[config.mk]
export PLATFORM = sky130hd
export DESIGN_NAME = wdt_keyed_window
export DESIGN_NICKNAME = d
export VERILOG_FILES = /design/src/rtl/wdt_kw_pkg.sv /design/src/rtl/wdt_cfg_lock.sv /design/src/rtl/wdt_tick_cnt.sv /design/src/rtl/wdt_keyed_window.sv
export SDC_FILE = /design/constraint.sdc
export NUM_CORES = 1
export LEC_CHECK = 0
export ABC_AREA = 1
export BUFFER_PORTS_ARGS = -buffer_cell sky130_fd_sc_hd__buf_2
export CORE_UTILIZATION = 50
export CTS_BUF_LIST = sky130_fd_sc_hd__clkbuf_4
export DETAILED_ROUTE_END_ITERATION = 6
export GPL_TIMING_DRIVEN = 0
export PLACE_DENSITY = 0.73
export SLEW_MARGIN = 25
export SYNTH_ARGS = -nofsm -noshare
export SYNTH_HDL_FRONTEND = slang
export SYNTH_HIERARCHICAL = 1
export SYNTH_SLANG_ARGS = --single-unit
[constraint.sdc]
create_clock -name clk -period 2.1 [get_ports clk]
set_clock_uncertainty 0.2 [all_clocks]
set_input_delay 0.105 -clock clk [delete_from_list [all_inputs] [get_ports clk]]
set_output_delay 0.105 -clock clk [all_outputs]
set_load 0.01 [all_outputs]
[src/rtl/wdt_kw_pkg.sv]
// Shared constants and types for the keyed windowed watchdog.
// Assumes: the service byte layout is {window[1:0], key[4:0], monitor_en}.
package wdt_kw_pkg;
    localparam logic [4:0] SVC_KEY = 5'b01100;

    typedef struct packed {
        logic [1:0] win;
        logic       cm;
    } wdt_cfg_t;

    localparam wdt_cfg_t CFG_RST = '{win: 2'b11, cm: 1'b1};
endpackage

[src/rtl/wdt_cfg_lock.sv]
// Write-once configuration store for the watchdog.
// Holds the window select and the monitor enable. It loads them from the first
// accepted write whose key field matches, then locks them until reset.
// Assumes: wr_take is already qualified, so it is never high in a boot-entry cycle.
module wdt_cfg_lock
    import wdt_kw_pkg::*;
(
    input  logic           clk,
    input  logic           rst_n,
    input  logic           wr_take,
    input  logic [7:0]     wr_byte,
    output logic           locked,
    output logic           key_ok,
    output logic           byte_match,
    output wdt_cfg_t       cfg
);
    // Compare the key field and the full byte against the stored configuration.
    always_comb begin
        key_ok     = (wr_byte[5:1] == SVC_KEY);
        byte_match = (wr_byte == {cfg.win, SVC_KEY, cfg.cm});
    end

    // Load the configuration once, on the first write with a matching key.
    always_ff @(posedge clk) begin
        if (!rst_n) begin
            cfg    <= CFG_RST;
            locked <= 1'b0;
        end else if (wr_take && !locked && key_ok) begin
            cfg    <= '{win: wr_byte[7:6], cm: wr_byte[0]};
            locked <= 1'b1;
        end
    end


    cfg_frozen_chk: assert property (@(posedge clk) disable iff (!rst_n)
        locked |=> (locked && $stable(cfg)));
endmodule

[src/rtl/wdt_tick_cnt.sv]
// Tick counter with lower and upper window comparison.
// It counts tick strobes since the last restart. It reports "early" while the
// count is below the lower limit, and "expire" on the tick that completes the
// upper limit chosen by win.
// Assumes: clear and expire both return the count to zero on the next edge.
module wdt_tick_cnt #(
    parameter int LOWER_TICKS = 2048,
    parameter int UPPER_BASE  = 8192,
    localparam int CW = $clog2(UPPER_BASE * 8)
) (
    input  logic          clk,
    input  logic          rst_n,
    input  logic          tick,
    input  logic          clear,
    input  logic [1:0]    win,
    output logic [CW-1:0] cnt,
    output logic          early,
    output logic          expire
);
    logic [CW:0] limit;

    // Derive the upper limit from the window select and compare the count with both limits.
    always_comb begin
        limit  = (CW+1)'(UPPER_BASE) << win;
        early  = ({1'b0, cnt} < (CW+1)'(LOWER_TICKS));
        expire = tick && ({1'b0, cnt} == limit - 1'b1);
    end

    // Advance on each tick. Return to zero on a restart or an expiry.
    always_ff @(posedge clk) begin
        if (!rst_n)               cnt <= '0;
        else if (clear || expire) cnt <= '0;
        else if (tick)            cnt <= cnt + 1'b1;
    end


    idle_hold_chk: assert property (@(posedge clk) disable iff (!rst_n)
        (!tick && !clear) |=> $stable(cnt));

    cnt_bound_chk: assert property (@(posedge clk) disable iff (!rst_n)
        ({1'b0, cnt} < limit));
endmodule

[src/rtl/wdt_keyed_window.sv]
// Top level of the keyed windowed watchdog.
// It decides for each cycle whether the inputs are a boot service, a first
// (configuring) write, a later service write or a timeout. It registers one
// error pulse for every violation.
// Assumes: tick, svc_wr and boot_enter are single-cycle strobes synchronous to clk.
module wdt_keyed_window
    import wdt_kw_pkg::*;
#(
    parameter int LOWER_TICKS = 2048,
    parameter int UPPER_BASE  = 8192
) (
    input  logic       clk,
    input  logic       rst_n,
    input  logic       tick,
    input  logic       svc_wr,
    input  logic [7:0] svc_data,
    input  logic       boot_enter,
    output logic       wd_err,
    output logic       cm_en,
    output logic [1:0] win_sel
);
    localparam int CW = $clog2(UPPER_BASE * 8);

    wdt_cfg_t      cfg;
    logic          locked, key_ok, byte_match;
    logic          wr_take, restart, early, expire, err_d;
    logic [CW-1:0] cnt;

    // Decide which event this cycle carries. Boot entry wins over a write.
    always_comb begin
        wr_take = svc_wr && !boot_enter;
        restart = boot_enter || wr_take;
        err_d   = (wr_take && !locked && !key_ok)
                || (wr_take && locked && (!byte_match || early))
                || (expire && !restart);
    end

    wdt_cfg_lock u_cfg (
        .clk        (clk),
        .rst_n      (rst_n),
        .wr_take    (wr_take),
        .wr_byte    (svc_data),
        .locked     (locked),
        .key_ok     (key_ok),
        .byte_match (byte_match),
        .cfg        (cfg)
    );

    wdt_tick_cnt #(
        .LOWER_TICKS (LOWER_TICKS),
        .UPPER_BASE  (UPPER_BASE)
    ) u_cnt (
        .clk    (clk),
        .rst_n  (rst_n),
        .tick   (tick),
        .clear  (restart),
        .win    (cfg.win),
        .cnt    (cnt),
        .early  (early),
        .expire (expire)
    );

    // Register the error pulse.
    always_ff @(posedge clk) begin
        if (!rst_n) wd_err <= 1'b0;
        else        wd_err <= err_d;
    end

    assign cm_en   = cfg.cm;
    assign win_sel = cfg.win;


    reset_state_chk: assert property (@(posedge clk)
        !rst_n |=> (win_sel == 2'b11 && cm_en && !wd_err));

    err_restart_chk: assert property (@(posedge clk) disable iff (!rst_n)
        wd_err |-> (cnt == '0));

    boot_quiet_chk: assert property (@(posedge clk) disable iff (!rst_n)
        boot_enter |=> !wd_err);

    early_flag_chk: assert property (@(posedge clk) disable iff (!rst_n)
        (svc_wr && !boot_enter && locked && early) |=> wd_err);
endmodule

==> impl_metrics.toml, run 1 <==
[floorplanning]
core_area_mm2 = 0.00248
start_util_pct = 52.7
boundaryPins = 17
die_x_um = 53.1
die-height_um = 53.1
fp.dieArea_mm2 = 0.00282
rows = 18

[placement]
portBuffers = 15
place_congestion = 0.914
place_hpwl_um = 2030
dp_cells = 232

[worst_setup_path]
worstSetupPathType = "input port to register"
reg2reg_to = "wd_err$_SDFF_PN0_"
start_kind = "input port"
ff2ff_setup_slack_ns = 0.30
cp_slowest_cell = "dlygate4sd3_1"
crit_family = "buffers and inverters"
slowest_delay_ns = 0.55
worstReg2RegStart = "u_cnt/cnt[0]$_SDFFE_PP0P_"
cp-startpoint = "boot_enter"
cp_max_fo = 4
worst-path-stages = 9
worstRegToRegCells = 7
crit_end = "u_cfg/cfg[2]$_SDFFE_PN1P_"
cp_cell_sequence = "dlygate4sd3_1 > buf_2 > nor2_2 > inv_1 > nor2_2 > nand2_4 > nand2_1 > nand3_1 > dlygate4sd3_1"
critPathArrivalTime_ns = 1.95
cp.required_ns = 2.10
cp_num_buf_inv = 4
cp-end-kind = "register"

[final_layout]
nets = 231
syn2layout_area_growth_pct = 18.6
layout.cells.non_filler = 246
drive_above_1_share_pct = 23.1
antenna_cells = 0

[logic_synthesis]
synth.distinct_cells = 28
yosys.area.top_type_share_pct = 32.2
ys_seq_area_share_pct = 32.2
syn_area_per_cell_um2 = 6.98
synthSimpleGateAreaFrac_pct = 43.5
synthMuxAreaShare_pct = 0.767
synthCells = 187
synth_fa_ha_area_share_pct = 0.959
syn-num-nets = 201
synth-compound-area-share_pct = 4.60
synth-seq-cells = 21
synth_top_family_by_area = "simple AND/OR/NAND/NOR gates"
synth_xor_area_share_pct = 8.05
syn_area_mm2 = 0.00131
yosysTopAreaCell = "dfxtp_1"
synth_warnings = 6
synthTopCellsByArea = "dfxtp_1, nand2_1, inv_1, nand3_1, nor2_2"

[clocking]
cts_made_buffers = 3
cts.sinks = 21
clockRootBuffer = "clkbuf_4"
clkSlewWorstSetupHoldPaths_ns = 0.11
cts_htree_levels = 1
cts_tree = "built"
worst_skew_pair.late_latency_ns = 0.30
post-cts-setup-buffers = 0
cts.path.max_buffers = 2

[timing]
tns_ns = 0
slew_viol_final = 0
tightest_slew_ns = 0.328
maxClockFrequency_mhz = 515
slew_headroom_pct = 78.1
fin_crit_sh_pct = 92.5
setup_viol = 0
finalHoldViolCount = 0
period_minus_slack_ns = 1.94
rsz0062_at_grt = "false"

[routing]
wl_um = 2750
vias = 1213
wl_per_cell_um = 11.2
ant_nets = 0
viasPerCell = 4.93
dr.first_iter.drc_count = 40
drcViolationCount = 0
drt_first_pass_iters = 4

[global_routing]
antenna_found_initial = 0
grt_max_degree = 12
grt_pass1_vias = 1211
grt-ovfl-total = 0
grt_usage_pct = 23.0
grt_pass1_wl_um = 4830

[status]
outcome = "completed"

[min_path]
hold_start = "svc_data[1]"
min_path_type = "input port to register"

[power_and_ir_drop]
ir_worst_vdd_mv = 0.310
p_leak_uw = 0.000614
pwr_density_cell_mw_per_mm2 = 434

[job]
drv_cap = 0
-- sequential cells by signal (all words and copies together), names as in the netlist --
name          flops
u_cnt/cnt        16
u_cfg/cfg         3
u_cfg/locked      1
wd_err            1
-- where the power goes --
group / internal (µW) / leakage [µW] / total [µW] / switching [µW]
sequential: 400 / 0.000169 / 402 / 1.75
combinational: 31.2 / 0.000426 / 63.4 / 32.2
clock: 87.0 / 0.0000184 / 207 / 120
-- metrics by stage --
stage | total power (µW) | setup slack [ns] | util (%) | instance area, µm² | hold slack (ns)
after detailed placement | 463 | 0.354 | 57.2 | 1420 | 0.160
after global placement | 461 | 0.393 | 57.2 | 1420 | 0.147
after CTS | 685 | 0.238 | 62.5 | 1550 | 0.00529
after floorplan | 443 | 0.532 | - | 1310 | -0.0109
final | 672 | 0.157 | 62.5 | 1550 | 0.0212
after global routing | 706 | 0.117 | 62.5 | 1550 | 0.0105
-- layout make-up --
| class | count | area (µm²) |
|---|---|---|
| Sequential cell | 21 | 420 |
| Inverter | 27 | 101 |
| Timing Repair Buffer | 25 | 175 |
| Multi-Input combinational cell | 137 | 756 |
| Tap cell | 30 | 37.5 |
| Fill cell | 235 | 930 |
| Buffer | 2 | 27.5 |
| Clock buffer | 4 | 30.0 |
-- layer usage --
layer	global-route usage (%)	part of all wire, %
met1	27.1	46
met2	40.3	50
met3	5.75	4.6
met4	7.02	0
met5	0	0
-- worst min-delay path by stage --
| stage | slack [ns] | depth (start not counted) | endpoint |
|---|---|---|---|
| 2_1_floorplan | -0.01 | 1 | u_cfg/cfg[0]$_SDFFE_PN1P_ |
| 3_3_place_gp | 0.15 | 2 | u_cfg/cfg[2]$_SDFFE_PN1P_ |
| 3_5_place_dp | 0.16 | 2 | u_cfg/cfg[1]$_SDFFE_PN1P_ |
| 4_1_cts | 0.005 | 6 | u_cfg/cfg[0]$_SDFFE_PN1P_ |
| 5_1_grt | 0.01 | 5 | u_cfg/cfg[0]$_SDFFE_PN1P_ |
| 6_report | 0.02 | 6 | u_cfg/cfg[0]$_SDFFE_PN1P_ |
-- layout by cell type, fill, tap and decap left out, drive strengths merged --
cell / n
nand2: 49
nor2: 37
inv: 27
dfxtp: 21
nand3: 20
buf: 17
dlygate4sd3: 10
xor2: 7
xnor2: 5
clkbuf: 4
a21oi: 4
nand4: 3
nor3: 3
o21ai: 2
a21boi: 1
o2111ai: 1
nand3b: 1
o22ai: 1
or2: 1
mux2i: 1
ha: 1
-- cells in the mapped netlist --
cell type  number
ha_1            1
inv_1          26
nand2_2         4
o22ai_1         1
nor3_2          1
nand4_1         3
buf_12          1
nor3_1          2
a21oi_1         3
nand3_1        19
nand2_4         2
a21oi_2         1
o2111ai_1       1
buf_4           1
nand3_2         1
o21ai_0         2
a21boi_2        1
nor2_1         20
or2_2           1
nor2_4          4
xor2_1          7
nand3b_1        1
mux2i_1         1
dfxtp_1        21
nor2_2         13
nand2_1        43
xnor2_1         5
inv_2           1
-- logic make-up (layout without fill, tap and decap cells) --
group / count (synthesis) / count (layout)
adders and majority gates: 1 / 1
DFF: 21 / 21
xor gates and xnor gates: 12 / 12
and+or+nand+nor: 114 / 114
muxes: 1 / 1
AOI/OAI and AO/OA: 9 / 9
buffers and inverters: 29 / 58
-- repair_timing --
action | CTS | global route
hold buffers | 10 | 0
endpoints found under the hold margin | 7 | 0
gates resized for setup | 0 | 0
-- worst register-to-register path, stage by stage (launching register included) --
cell       delay [ns]
dfxtp_1          0.40
ha_1             0.22
nand2_1          0.13
nor2_4           0.16
o2111ai_1        0.14
nor3_1           0.22
nand3_1          0.14
a21oi_2          0.15
Power figures use the tool's default switching activity.
==> run 2, diff against run 1 <==
--- a/config.mk
+++ b/config.mk
@@ -5,7 +5,6 @@
 export SDC_FILE = /design/constraint.sdc
 export NUM_CORES = 1
 export LEC_CHECK = 0
-export ABC_AREA = 1
 export BUFFER_PORTS_ARGS = -buffer_cell sky130_fd_sc_hd__buf_2
 export CORE_UTILIZATION = 50
 export CTS_BUF_LIST = sky130_fd_sc_hd__clkbuf_4
==> run 2 against run 1 <==
Global-route usage fell by 0.30 points. Clock-buffer cell count fell by 1. Setup slack got worse by 0.11 ns. Cell area fell by 4.9%. Core utilization rose by 4.7 points. Critical path type is now register to register.
==> impl_metrics.toml, run 2 <==
[global_routing]
grt_usage_pct = 22.7
grt-ovfl-total = 0
grt_max_degree = 13
grt_pass1_vias = 1016
grt_pass1_wl_um = 4260
antenna_found_initial = 0

[power_and_ir_drop]
p_sw_uw = 153
power_frac_clock_pct = 30.0
finalPower_uw = 653
switching_share_pct = 23.4
ir_worst_vdd_mv = 0.318
pwr-share-seq_pct = 61.3
intPower_uw = 501
p_leak_uw = 0.000493
pwr_density_cell_mw_per_mm2 = 444
pwr-share-comb_pct = 8.7

[floorplanning]
die-height_um = 50.1
die_x_um = 50.1
start_util_pct = 52.8
rows = 17
core_area_mm2 = 0.00219
fp.dieArea_mm2 = 0.00251
boundaryPins = 17

[worst_setup_path]
slowest_delay_ns = 0.55
cp_max_fo = 5
worstSetupPathType = "register to register"
worstRegToRegCells = 6
worst-path-stages = 6
cp.required_ns = 2.10
start_kind = "register"
critPathArrivalTime_ns = 2.05
cp_cell_sequence = "ha_4 > nand4_4 > or4_4 > a31oi_4 > bufbuf_16 > nor3_2"
crit_family = "simple AND/OR/NAND/NOR gates"
cp_num_buf_inv = 1
cp-end-kind = "register"
cp_slowest_cell = "or4_4"

[final_layout]
largest_registers = "u_cnt/cnt: 16 flops, u_cfg/cfg: 3 flops"
largest_reg_flops = 16
ff_latch_area_um2 = 428
multi_input_area_um2 = 709
layout.cells.most_common = "dfxtp_1"
nets = 170
antenna_cells = 0
drive_above_1_share_pct = 30.3
largest_register = "u_cnt/cnt"
layout_common_cells = "dfxtp_1, buf_2, xnor2_1"
final_core_util_pct = 67.2
fill_cells = 174
syn2layout_area_growth_pct = 27.2

[logic_synthesis]
synth_top_family_by_area = "simple AND/OR/NAND/NOR gates"
synth-compound-area-share_pct = 10.9
synthArstFlopShare_pct = 0
synth_warnings = 6
synth_commonest_cells = "dfxtp_1, xnor2_1, nand2_1"
synth_top_flop_cell = "dfxtp_1"
ys_seq_area_share_pct = 36.3
synthCells = 123
synth-seq-cells = 21
synth_fa_ha_area_share_pct = 1.08
syn-num-nets = 137
synthMuxAreaShare_pct = 0.865
synth_xor_area_share_pct = 12.1
synth.distinct_cells = 35
synth-edff-count = 0
yosysMostFrequentCell = "dfxtp_1"
synthSimpleGateAreaFrac_pct = 34.5
syn_area_per_cell_um2 = 9.41
synthTopCellsByArea = "dfxtp_1, xnor2_1, nor3_2, nand2_1, or3_1"
syn_area_mm2 = 0.00116
yosys.area.top_type_share_pct = 36.3
yosysTopAreaCell = "dfxtp_1"

[clocking]
cts_tree = "built"
cts_htree_levels = 1
cts_made_buffers = 3
clkSlewWorstSetupHoldPaths_ns = 0.13
cts.path.max_buffers = 2
cts.sinks = 21
worst_skew_pair.late_latency_ns = 0.31
clockRootBuffer = "clkbuf_4"

[routing]
ant_nets = 0
drt_first_pass_iters = 4
wl_met1_um = 1140
viasPerCell = 5.40
dr.first_iter.drc_count = 14
wl_per_cell_um = 14.4
drcViolationCount = 0
maxUsedRoutingLayer = "met4"
met3_length_um = 82
vias = 989
wl_met2_um = 1370
wl_um = 2630

[timing]
whs_ns = 0.141
fin_crit_sh_pct = 97.9
slew_viol_final = 0
tightest_slew_ns = 0.560
slew_headroom_pct = 62.7
period_minus_slack_ns = 2.06
setup_viol = 0
finalHoldViolCount = 0
maxClockFrequency_mhz = 486

[job]
drv_cap = 0

[status]
outcome = "completed"

[placement]
portBuffers = 15
place_hpwl_um = 1760
place_congestion = 0.806

[min_path]
min_path_type = "input port to register"
hold-path-cell-count = 4
## run 2: worst paths after layout
kind | start | to | slack [ns]
worst min-delay path | svc_data[2] | u_cfg/cfg[0]$_SDFFE_PN1P_ | 0.14
worst min register to register | u_cnt/cnt[6]$_SDFFE_PP0P_ | u_cnt/cnt[6]$_SDFFE_PP0P_ | 0.33
worst max register to register | u_cnt/cnt[0]$_SDFFE_PP0P_ | u_cnt/cnt[9]$_SDFFE_PP0P_ | 0.04
worst max-delay path | u_cnt/cnt[0]$_SDFFE_PP0P_ | u_cnt/cnt[9]$_SDFFE_PP0P_ | 0.04
## run 2: kinds of logic after synthesis
kind of cell    Yosys count
simple gates             58
flops                    21
compound gates           16
xor+xnor                 16
buf+inv                  10
mux                       1
fa+ha+maj                 1
## run 2: what timing repair did
action                                 CTS  global route
cloned                                   1             0
pin swaps                                2             1
endpoints found under the hold margin    7             1
setup endpoints to repair               10             7
setup buffers                            2             1
gates resized for setup                  7             1
hold buffers                             9             1
## run 2: power groups by stage
stage	combinational (µW)	clock, µW	sequential [µW]
final	57.0	196	401
after global routing	62.1	210	401
after CTS	55.3	204	400
after detailed placement	44.4	0	411
after global placement	41.9	0	411
after floorplan	24.2	0	411
## run 2: worst register-to-register path, stage by stage, from the launching register on
cell and delay [ns]:
dfxtp_4 0.40, ha_4 0.16, nand4_4 0.09, or4_4 0.55
a31oi_4 0.22, bufbuf_16 0.30, nor3_2 0.04
## run 2: stage by stage
| stage | setup TNS [ns] | area [µm²] | std cells | setup slack (ns) |
|---|---|---|---|---|
| after floorplan | 0 | 1160 | 123 | 0.00914 |
| after global placement | -1.18 | 1270 | 166 | -0.172 |
| after detailed placement | -1.67 | 1270 | 166 | -0.214 |
| after global routing | -0.000957 | 1470 | 183 | -0.000957 |
| final | 0 | 1470 | 183 | 0.0435 |
| after CTS | 0 | 1460 | 182 | 0.00179 |
## run 2: layer usage
layer | vias to the layer above | global-route usage (%)
met5 | - | 0
li1 | 508 | -
met3 | 4 | 3.09
met2 | 29 | 43.1
met1 | 448 | 23.7
met4 | 0 | 11.0
## run 2: cell type report
type | instances | share of cell area, %
buffer | 4 | 2.04
clock buffer | 3 | 1.53
clock inverter | 1 | 0.340
inverter | 6 | 1.53
multi-input combinational | 92 | 48.2
sequential | 21 | 29.1
tap | 28 | 2.38
timing repair buffer | 28 | 15.0
==> run 3, diff against run 2 <==
--- a/config.mk
+++ b/config.mk
@@ -9,8 +9,9 @@
 export CORE_UTILIZATION = 50
 export CTS_BUF_LIST = sky130_fd_sc_hd__clkbuf_4
 export DETAILED_ROUTE_END_ITERATION = 6
-export GPL_TIMING_DRIVEN = 0
+export GPL_TIMING_DRIVEN = 1
 export PLACE_DENSITY = 0.73
+export SETUP_SLACK_MARGIN = 0.1
 export SLEW_MARGIN = 25
 export SYNTH_ARGS = -nofsm -noshare
 export SYNTH_HDL_FRONTEND = slang
==> run 3 against run 2 <==
Hold slack worse by 0.011 ns. Cell count increased by 1.1%. Total power is 0.56% higher. Largest cell class unchanged.
==> impl_metrics.toml, run 3 (synthesis results as in run 2) <==
[status]
outcome = "completed"

[worst_setup_path]
worstSetupPathType = "register to register"
critPathArrivalTime_ns = 1.93
cp.required_ns = 2.06
cp-end-kind = "register"
start_kind = "register"
ff2ff_setup_slack_ns = 0.14
slowest_delay_ns = 0.56
worstRegToRegCells = 5
cp_num_buf_inv = 1
crit_family = "simple AND/OR/NAND/NOR gates"
cp_cell_sequence = "nand3_1 > or4_4 > a31oi_4 > buf_6 > a211oi_2"
reg2reg_to = "u_cnt/cnt[13]$_SDFFE_PP0P_"
cp_max_fo = 5
worstReg2RegStart = "u_cnt/cnt[10]$_SDFFE_PP0P_"
cp-startpoint = "u_cnt/cnt[10]$_SDFFE_PP0P_"
cp_slowest_cell = "or4_4"

[final_layout]
largest_reg_flops = 16
layout.cells.most_common = "dfxtp_1"
largest_registers = "u_cnt/cnt: 16 flops, u_cfg/cfg: 3 flops"
multi_input_area_um2 = 709
nets = 172
layout.cells.non_filler = 185
ff_latch_area_um2 = 429
antenna_cells = 0
final_core_util_pct = 67.3
layout_common_cells = "dfxtp_1, buf_2, xnor2_1"
fill_cells = 181
drive_above_1_share_pct = 32.5
largest_register = "u_cnt/cnt"
syn2layout_area_growth_pct = 27.5

[clocking]
worst_skew_pair.late_latency_ns = 0.30
cts_htree_levels = 1
cts.path.max_buffers = 2
clockRootBuffer = "clkbuf_4"
cts.sinks = 21
clkSlewWorstSetupHoldPaths_ns = 0.12
cts_tree = "built"
cts_made_buffers = 3

[min_path]
min_path_type = "input port to register"
hold_start = "svc_data[2]"
min_delay_worst_endpoint = "u_cfg/cfg[0]$_SDFFE_PN1P_"
hold-path-cell-count = 4

[global_routing]
grt-ovfl-total = 0
grt_max_degree = 17
top_usage_layer = "met2"
gr-usage-met2_pct = 42.2
grt_use_met3_pct = 3.09
grt_pass1_wl_um = 4190
antenna_found_initial = 0
use_met1_pct = 24.3
grt_usage_pct = 22.3
grt_pass1_vias = 988

[timing]
slew_viol_final = 0
whs_ns = 0.130
finalHoldViolCount = 0
fin_crit_sh_pct = 93.5
slew_headroom_pct = 44.1
rsz0062_at_grt = "false"
setup_slack_ns = 0.137
tns_ns = 0
period_minus_slack_ns = 1.96
setup_viol = 0
tightest_slew_ns = 0.839
maxClockFrequency_mhz = 509

[power_and_ir_drop]
ir_worst_vdd_mv = 0.240
p_leak_uw = 0.000491
pwr_density_cell_mw_per_mm2 = 445

[placement]
dp_cells = 170
portBuffers = 16
dp_slack_ns = 0.0954
place_congestion = 0.848
place_hpwl_um = 1760

[floorplanning]
core_area_mm2 = 0.00219
die_x_um = 50.1
die-height_um = 50.1
rows = 17
start_util_pct = 52.8
boundaryPins = 17
fp.dieArea_mm2 = 0.00251

[routing]
dr.first_iter.drc_count = 19
vias = 1003
viasPerCell = 5.42
ant_nets = 0
drcViolationCount = 0
wl_um = 2560
wl_per_cell_um = 13.8
drt_first_pass_iters = 5

[job]
drv_cap = 0
==> run 3: per-stage QoR <==
step	area [µm²]	power, µW
final	1480	657
after global routing	1480	682
after floorplan	1180	437
after CTS	1460	667
after global placement	1320	453
after detailed placement	1320	454
==> run 3: power by group <==
part	leakage [µW]	internal (µW)	switching (µW)
registers	0.000172	398	2.14
logic	0.000302	31.4	25.4
clock network	0.0000177	71.0	129
==> run 3: worst max path at each step <==
stage	end	slack [ns]	depth (start not counted)
floorplan	wd_err$_SDFF_PN0_	0.14	7
global placement	u_cnt/cnt[13]$_SDFFE_PP0P_	0.13	6
detailed placement	u_cnt/cnt[13]$_SDFFE_PP0P_	0.1	6
CTS	u_cnt/cnt[13]$_SDFFE_PP0P_	0.12	6
global route	u_cnt/cnt[13]$_SDFFE_PP0P_	0.09	4
finish	u_cnt/cnt[13]$_SDFFE_PP0P_	0.14	5
==> run 3: what timing repair did <==
item | CTS | global route
setup endpoints to repair | 8 | 10
endpoints found under the hold margin | 6 | 0
hold buffers | 10 | 0
gates resized for setup | 0 | 6
pin swaps | 0 | 2
setup buffers | 1 | 0
==> run 3: tightest hold or removal path: cells and delay by family <==
kind	cells	cell delay [ns]
compound gates	2	0.21
simple gates	1	0.22
buf+inv	1	0.07
==> run 3: final cells by class <==
cell class,instances,area share (%)
flip-flops and latches,21,29.1
repair buffers,34,17.0
multi-input cells,92,48.1
clock inverters,1,0.339
inverters,6,1.53
well taps,28,2.37
clock buffers,3,1.53
==> run 3: per-layer routing <==
layer | wire length (µm) | up-vias
met5 | 0 | -
met4 | 20 | 0
met3 | 77 | 4
met2 | 1320 | 26
met1 | 1140 | 465
li1 | - | 508
